### src/rtl/eic_pkg.sv
// Package: shared sizes, register bank codes and the line-to-group map.
// Assumes a fixed arrangement of seven 32-bit groups, with groups 6..3 fed by pins.
package eic_pkg;
    localparam int GROUPS    = 7;
    localparam int GW        = 32;
    localparam int LINES     = 128;
    localparam int ADDR_W    = 8;
    localparam int SYNC      = 2;
    localparam int GSEL_W    = $clog2(GROUPS);
    localparam int TMR_BIT   = 0;
    localparam int CBL_BIT   = 2;

    localparam logic [2:0] BANK_POL  = 3'd4;
    localparam logic [2:0] BANK_STAT = 3'd5;
    localparam logic [2:0] BANK_EN   = 3'd6;
    localparam logic [2:0] BANK_TYPE = 3'd7;

    typedef logic [GW-1:0] gvec_t;

    // usable bits of a group
    function automatic gvec_t grp_mask(input int g);
        case (g)
            0:       return gvec_t'((1 << TMR_BIT) | (1 << CBL_BIT));
            1, 2:    return '0;
            3:       return gvec_t'(32'h0FFF_FFFF);
            default: return '1;
        endcase
    endfunction

    // group fed by line n
    function automatic int line_group(input int n);
        return GROUPS - 1 - (n >> 5);
    endfunction

    // bit inside the group fed by line n (byte order reversed)
    function automatic int line_bit(input int n);
        return (24 - (n & 24)) | (n & 7);
    endfunction
endpackage

### src/rtl/eic_line_map.sv
// Line map: routes pins and on-chip events onto the group bit matrix.
// Assumes LINES <= 128 so that pins land only in groups 6..3.
module eic_line_map
    import eic_pkg::*;
(
    input  logic [LINES-1:0]          ext_lines,
    input  logic                      timer_evt,
    input  logic                      cable_evt,
    output logic [GROUPS-1:0][GW-1:0] raw
);
    // scatter every pin to its reversed group and byte position
    always_comb begin
        raw = '0;
        for (int n = 0; n < LINES; n++) begin
            raw[line_group(n)][line_bit(n)] = ext_lines[n];
        end
        raw[0][TMR_BIT] = timer_evt;
        raw[0][CBL_BIT] = cable_evt;
    end
endmodule

### src/rtl/eic_group_cell.sv
// Group cell: synchroniser, edge/level detection and pending status for one group.
// Assumes type/polarity/enable come from registers; clr is a one-cycle W1C mask.
module eic_group_cell
    import eic_pkg::*;
#(
    parameter gvec_t MASK = '1
)(
    input  logic  clk,
    input  logic  rst_n,
    input  gvec_t raw,
    input  gvec_t pol,
    input  gvec_t typ,
    input  gvec_t en,
    input  gvec_t clr,
    output gvec_t status,
    output logic  irq
);
    logic [SYNC-1:0][GW-1:0] sync_q;
    gvec_t prev_q;
    gvec_t cur;
    gvec_t act;
    gvec_t prev_act;
    gvec_t edge_w;
    gvec_t status_q;

    assign cur = sync_q[SYNC-1];

    // synchroniser chain for the raw lines
    always_ff @(posedge clk) begin
        if (!rst_n) sync_q <= '0;
        else begin
            sync_q[0] <= raw;
            for (int i = 1; i < SYNC; i++) sync_q[i] <= sync_q[i-1];
        end
    end

    // one-cycle history of the synchronised value
    always_ff @(posedge clk) begin
        if (!rst_n) prev_q <= '0;
        else        prev_q <= cur;
    end

    // both samples judged with today's polarity, so a flip alone is no edge
    always_comb begin
        act      = ~(cur ^ pol);
        prev_act = ~(prev_q ^ pol);
        edge_w   = act & ~prev_act;
    end

    // pending status: level bits follow the line, edge bits latch until W1C
    always_ff @(posedge clk) begin
        if (!rst_n) status_q <= '0;
        else status_q <= ((typ & act) | (~typ & (edge_w | (status_q & ~clr)))) & MASK;
    end

    assign status = status_q;
    assign irq    = |(status_q & en);

    // an edge-type rise needs a change on the synchronised line
    p_edge_cause_r4: assert property (@(posedge clk) disable iff (!rst_n)
        ((~$past(typ) & status_q & ~$past(status_q) & ~($past(cur) ^ $past(prev_q))) == '0));

    // edge-type bit with no event and no clear keeps its value
    p_edge_hold_r6: assert property (@(posedge clk) disable iff (!rst_n)
        (($past(~typ & ~edge_w & ~clr) & (status_q ^ $past(status_q))) == '0));

    // a clear without a competing event leaves the bit low
    p_w1c_r6: assert property (@(posedge clk) disable iff (!rst_n)
        (($past(~typ & clr & ~edge_w) & status_q) == '0));

    // level-type bit tracks the active state one cycle later
    p_level_follow_r7: assert property (@(posedge clk) disable iff (!rst_n)
        (($past(typ) & (status_q ^ ($past(act) & MASK))) == '0));

    // masked positions never go pending
    p_mask_status_r9: assert property (@(posedge clk) disable iff (!rst_n)
        ((status_q & ~MASK) == '0));

    // a polarity flip on a steady line never raises an edge-type bit
    p_flip_quiet_r11: assert property (@(posedge clk) disable iff (!rst_n)
        ((~$past(typ) & ($past(pol) ^ $past(pol, 2)) & ~($past(cur) ^ $past(prev_q))
          & status_q & ~$past(status_q)) == '0));
endmodule

### src/rtl/eic_regs.sv
// Register banks: polarity, enable and type storage, W1C strobes and the read mux.
// Assumes word-aligned accesses; writes take effect at the next clock edge.
module eic_regs
    import eic_pkg::*;
(
    input  logic                      clk,
    input  logic                      rst_n,
    input  logic                      bus_we,
    input  logic [ADDR_W-1:0]         bus_addr,
    input  logic [GW-1:0]             bus_wdata,
    input  logic [GROUPS-1:0][GW-1:0] status,
    output logic [GROUPS-1:0][GW-1:0] pol,
    output logic [GROUPS-1:0][GW-1:0] en,
    output logic [GROUPS-1:0][GW-1:0] typ,
    output logic [GROUPS-1:0][GW-1:0] clr,
    output logic [GW-1:0]             bus_rdata
);
    logic [2:0]        bank;
    logic [2:0]        gsel;
    logic              aligned;

    assign bank    = bus_addr[7:5];
    assign gsel    = bus_addr[4:2];
    assign aligned = (bus_addr[1:0] == 2'b00);

    for (genvar g = 0; g < GROUPS; g++) begin : g_bank
        localparam gvec_t M = grp_mask(g);
        logic sel;
        assign sel = bus_we && aligned && (gsel == 3'(g));

        // store configuration words, masked bits forced to zero
        always_ff @(posedge clk) begin
            if (!rst_n) begin
                pol[g] <= '0;
                en[g]  <= '0;
                typ[g] <= '0;
            end else if (sel) begin
                if (bank == BANK_POL)  pol[g] <= bus_wdata & M;
                if (bank == BANK_EN)   en[g]  <= bus_wdata & M;
                if (bank == BANK_TYPE) typ[g] <= bus_wdata & M;
            end
        end

        // one-cycle clear strobe for the status bank
        assign clr[g] = (sel && bank == BANK_STAT) ? (bus_wdata & M) : '0;

        // reserved configuration bits stay zero
        p_mask_regs_r9: assert property (@(posedge clk) disable iff (!rst_n)
            (((pol[g] | en[g] | typ[g]) & ~M) == '0));
    end

    // combinational read of the addressed word
    always_comb begin
        bus_rdata = '0;
        if (aligned && gsel < 3'(GROUPS)) begin
            case (bank)
                BANK_POL:  bus_rdata = pol[gsel];
                BANK_STAT: bus_rdata = status[gsel];
                BANK_EN:   bus_rdata = en[gsel];
                BANK_TYPE: bus_rdata = typ[gsel];
                default:   bus_rdata = '0;
            endcase
        end
    end
endmodule

### src/rtl/grp_irq_ctrl.sv
// Top: grouped external interrupt controller with one combined request per group.
// Assumes inputs are asynchronous to clk; group g drives grp_irq[6-g].
module grp_irq_ctrl
    import eic_pkg::*;
(
    input  logic              clk,
    input  logic              rst_n,
    input  logic              bus_we,
    input  logic [ADDR_W-1:0] bus_addr,
    input  logic [GW-1:0]     bus_wdata,
    output logic [GW-1:0]     bus_rdata,
    input  logic [LINES-1:0]  ext_lines,
    input  logic              timer_evt,
    input  logic              cable_evt,
    output logic [GROUPS-1:0] grp_irq
);
    logic [GROUPS-1:0][GW-1:0] raw;
    logic [GROUPS-1:0][GW-1:0] pol;
    logic [GROUPS-1:0][GW-1:0] en;
    logic [GROUPS-1:0][GW-1:0] typ;
    logic [GROUPS-1:0][GW-1:0] clr;
    logic [GROUPS-1:0][GW-1:0] status;
    logic [GROUPS-1:0]         cell_irq;

    eic_line_map u_map (
        .ext_lines (ext_lines),
        .timer_evt (timer_evt),
        .cable_evt (cable_evt),
        .raw       (raw)
    );

    eic_regs u_regs (
        .clk       (clk),
        .rst_n     (rst_n),
        .bus_we    (bus_we),
        .bus_addr  (bus_addr),
        .bus_wdata (bus_wdata),
        .status    (status),
        .pol       (pol),
        .en        (en),
        .typ       (typ),
        .clr       (clr),
        .bus_rdata (bus_rdata)
    );

    for (genvar g = 0; g < GROUPS; g++) begin : g_cell
        eic_group_cell #(.MASK(grp_mask(g))) u_cell (
            .clk    (clk),
            .rst_n  (rst_n),
            .raw    (raw[g]),
            .pol    (pol[g]),
            .typ    (typ[g]),
            .en     (en[g]),
            .clr    (clr[g]),
            .status (status[g]),
            .irq    (cell_irq[g])
        );
        assign grp_irq[GROUPS-1-g] = cell_irq[g];

        // request low while nothing is both pending and enabled
        p_irq_quiet_r8: assert property (@(posedge clk) disable iff (!rst_n)
            ((status[g] & en[g]) == '0) |-> !grp_irq[GROUPS-1-g]);
    end
endmodule

### config.mk
export PLATFORM = sky130hd
export DESIGN_NAME = grp_irq_ctrl
export DESIGN_NICKNAME = d
export VERILOG_FILES = /design/src/rtl/eic_pkg.sv /design/src/rtl/eic_line_map.sv /design/src/rtl/eic_group_cell.sv /design/src/rtl/eic_regs.sv /design/src/rtl/grp_irq_ctrl.sv
export SDC_FILE = /design/constraint.sdc
export NUM_CORES = 2
export LEC_CHECK = 0
export BUFFER_PORTS_ARGS = -buffer_cell sky130_fd_sc_hd__buf_2
export CAP_MARGIN = 30
export CORE_ASPECT_RATIO = 1.75
export CORE_UTILIZATION = 40
export CTS_BUF_LIST = sky130_fd_sc_hd__clkbuf_16
export DETAILED_ROUTE_END_ITERATION = 8
export GPL_TIMING_DRIVEN = 1
export PLACE_DENSITY = 0.6
export SYNTH_ARGS = -nofsm -noshare
export SYNTH_HDL_FRONTEND = slang
export SYNTH_HIERARCHICAL = 1
export SYNTH_SLANG_ARGS = --single-unit
export TNS_END_PERCENT = 5
### constraint.sdc
create_clock -name clk -period 1.6 [get_ports clk]
set_input_delay 0.08 -clock clk [delete_from_list [all_inputs] [get_ports clk]]
set_output_delay 0.08 -clock clk [all_outputs]
set_load 0.03 [all_outputs]
==> metrics <==
Post-Layout Cell Count=~6700; Initial DRC Count=slightly below 3000; Die X=240 um; DR vias=36304; layout cells sized above 1=0.211; reg-to-reg endpoint=g_cell[3].u_cell/status[14]; Placed Instances=6344; Pleak=19.3 nW; CTS tree=built; CP Class=reg -> out; Tcrit/Tclk final=1.53; vias in the first global route=35180; Max Slew Vio Count=0; Hold Startpoint=bus_we; first-pass GRT wire length=roughly 240 mm; global route overflow=0; Cell Chain, Critical Path=buf_4 -> mux4_2 -> o211ai_1 -> a31oi_2 -> buf_2; cell family with most CP delay=multiplexers; worst-path maximum fanout=3; Post-Syn Instances=4690; Initial DRT Pass Iterations=6; CTS Buf Count=87; Hold Crit Depth=5; Max Cap Viol=0; Slew HR=0.509; YS warnings=6; worst skew pair latency=710 ps; Avg Cell Area, Syn=about 8.5 um^2; Final Net Count=5461; GRT Total Usage=0.329; CTS Buffer Depth=3; post-synthesis cell area=39700 um^2; Switching Fraction=0.244; Clock power frac=0.448; worst r2r path cells=4; post-layout minimum cycle time=2460 ps; Reg power frac=0.474; Hold Vio Cnt, Final=0; largest net degree at the start of global routing=96; combinational power share=0.077; Int Power=36.5 mW; status=complete, but fails checks; Max Fclk=407 MHz; Final WS setup=-856 ps; Reg2Reg Setup Slack=560 ps; clock tree root buffer cell=clkbuf_16; post-route cell area=50600 um^2; clk_skew=24.9 ps; CP Data Arrival Time=between 2000 and 2500 ps; Via density=~5.4; CP bufs+invs=2; drc violations=0; CP max stage delay=approximately 460 ps; WL per Instance=approximately 25 um; CP startpoint kind=flop; critical path's slowest cell=mux4_2; # port buffers=between 200 and 250; P_sw=approximately 12 mW; Layout Utilization=0.514; RSZ-0062 raised after global routing=yes; Clock Sinks=882; min-delay worst type=in -> reg; Core Box Area=98300 um^2; DP HPWL=between 100 and 150 mm; pre-CTS WS=-629 ps; H-tree lvl count=3; Levels on crit path=5; Required @ worst endpoint=~1500 ps; post-route ant nets=0; Tightest Pin Transition=737 ps; DIE HEIGHT=419 um; Initial Util=0.404; RR Startpoint=u_regs/pol[110]; Rows=152; WL final=167 mm; antenna violations before repair=3; pwr/cell area=approximately 960 nW/um^2; placement-stage cell area=45500 um^2; CP Capture Type=output pin; failing checks=negative setup slack; worst hold endpoint=u_regs/en[2]; peak supply drop=817 uV; clock transition at the registers of the reported paths=70 ps; GPL Wtd Cong=1.02; die footprint=101000 um^2; final setup fails=36; area growth from synthesis to layout=27.3%; IO Pins=212
layout by cell type (no fill, tap or decap), types with 10 or more instances in the layout:
| cell | count |
|---|---|
| a31oi_1 | 129 |
| a31oi_2 | 19 |
| clkbuf_16 | 88 |
| buf_2 | 174 |
| clkinv_1 | 21 |
| bufinv_16 | 14 |
| conb_1 | 100 |
| dfxtp_2 | 45 |
| a21oi_1 | 49 |
| a22oi_1 | 93 |
| mux4_2 | 28 |
| buf_4 | 498 |
| nand2_1 | 966 |
| and2_1 | 378 |
| clkinv_2 | 11 |
| mux2i_1 | 115 |
| nand4_1 | 15 |
| dfxtp_1 | 820 |
| o211ai_1 | 197 |
| nor2_1 | 254 |
| a21boi_1 | 215 |
| nor2_2 | 10 |
| o22ai_1 | 51 |
| buf_12 | 99 |
| a22oi_2 | 25 |
| dfxtp_4 | 17 |
| dlygate4sd3_1 | 162 |
| inv_1 | 144 |
| and3_1 | 127 |
| buf_6 | 17 |
| a2bb2oi_1 | 22 |
| nand3_1 | 36 |
| a21boi_0 | 163 |
| o21ai_0 | 129 |
worst max path at each step:
stage	endpoint	from
finish	bus_rdata[13]	g_cell[3].u_cell/status[13]
global route	bus_rdata[16]	g_cell[6].u_cell/status[16]
CTS	grp_irq[0]	g_cell[6].u_cell/status[13]
detailed placement	bus_rdata[12]	bus_addr[2]
global placement	bus_rdata[12]	bus_addr[2]
floorplan	bus_rdata[18]	bus_addr[2]
flip-flops by register name, indices dropped and copies added (netlist names):
name                  cells
g_cell.u_cell/cur       126
g_cell.u_cell/prev_q    126
g_cell.u_cell/status    126
g_cell.u_cell/sync_q    126
u_regs/en               126
u_regs/pol              126
u_regs/typ              126
area by class of cell:
cell class,count,area [um^2]
diodes,4,10.0
clock buffers,88,2200
clock inverters,71,741
fillers,9376,47700
inverters,133,499
multi-input cells,3227,19200
flip-flops and latches,882,17800
well taps,1309,1640
repair buffers,957,8480
power groups by stage:
| stage | sequential (mW) | combinational [mW] | clock (mW) |
|---|---|---|---|
| floorplan | 23.1 | 2.07 | 0 |
| global placement | 23.4 | 3.32 | 0 |
| detailed placement | 23.4 | 3.34 | 0 |
| CTS | 22.9 | 3.68 | 22.1 |
| global route | 22.9 | 3.95 | 22.9 |
| finish | 22.9 | 3.74 | 21.7 |
layer usage:
metal / vias up / share of wire / routed length, um / track usage
li1: 16842 / - / - / -
met3: 569 / 0.053 / 8790 / 0.0440
met2: 1462 / 0.48 / 80300 / 0.559
met1: 17429 / 0.36 / 59600 / 0.345
met4: 2 / 0.11 / 18700 / 0.317
met5: - / 0.000048 / 8 / 0
timing repair:
action	CTS	global route
resized for setup	119	69
buffers inserted	0	1
pin swaps	12	28
endpoints found under the setup margin	36	214
hold endpoints to repair	506	0
hold buffers	164	0
worst min-delay path, cell delays in order:
cell      delay, ps
buf_2           130
or4b_4          290
nor2_2          100
nand3_1          90
a21boi_0         70
stage by stage:
step | hold WS [ps] | TNS (ps) | total power [mW]
after floorplan | 202 | -3520 | 25.2
after global placement | 286 | -130180 | 26.7
after detailed placement | 289 | -131590 | 26.7
after CTS | 55.0 | -27500 | 48.7
after global routing | 99.0 | -27360 | 49.8
final | 101 | -25770 | 48.3
No activity file was read; power rests on OpenSTA's default activity.
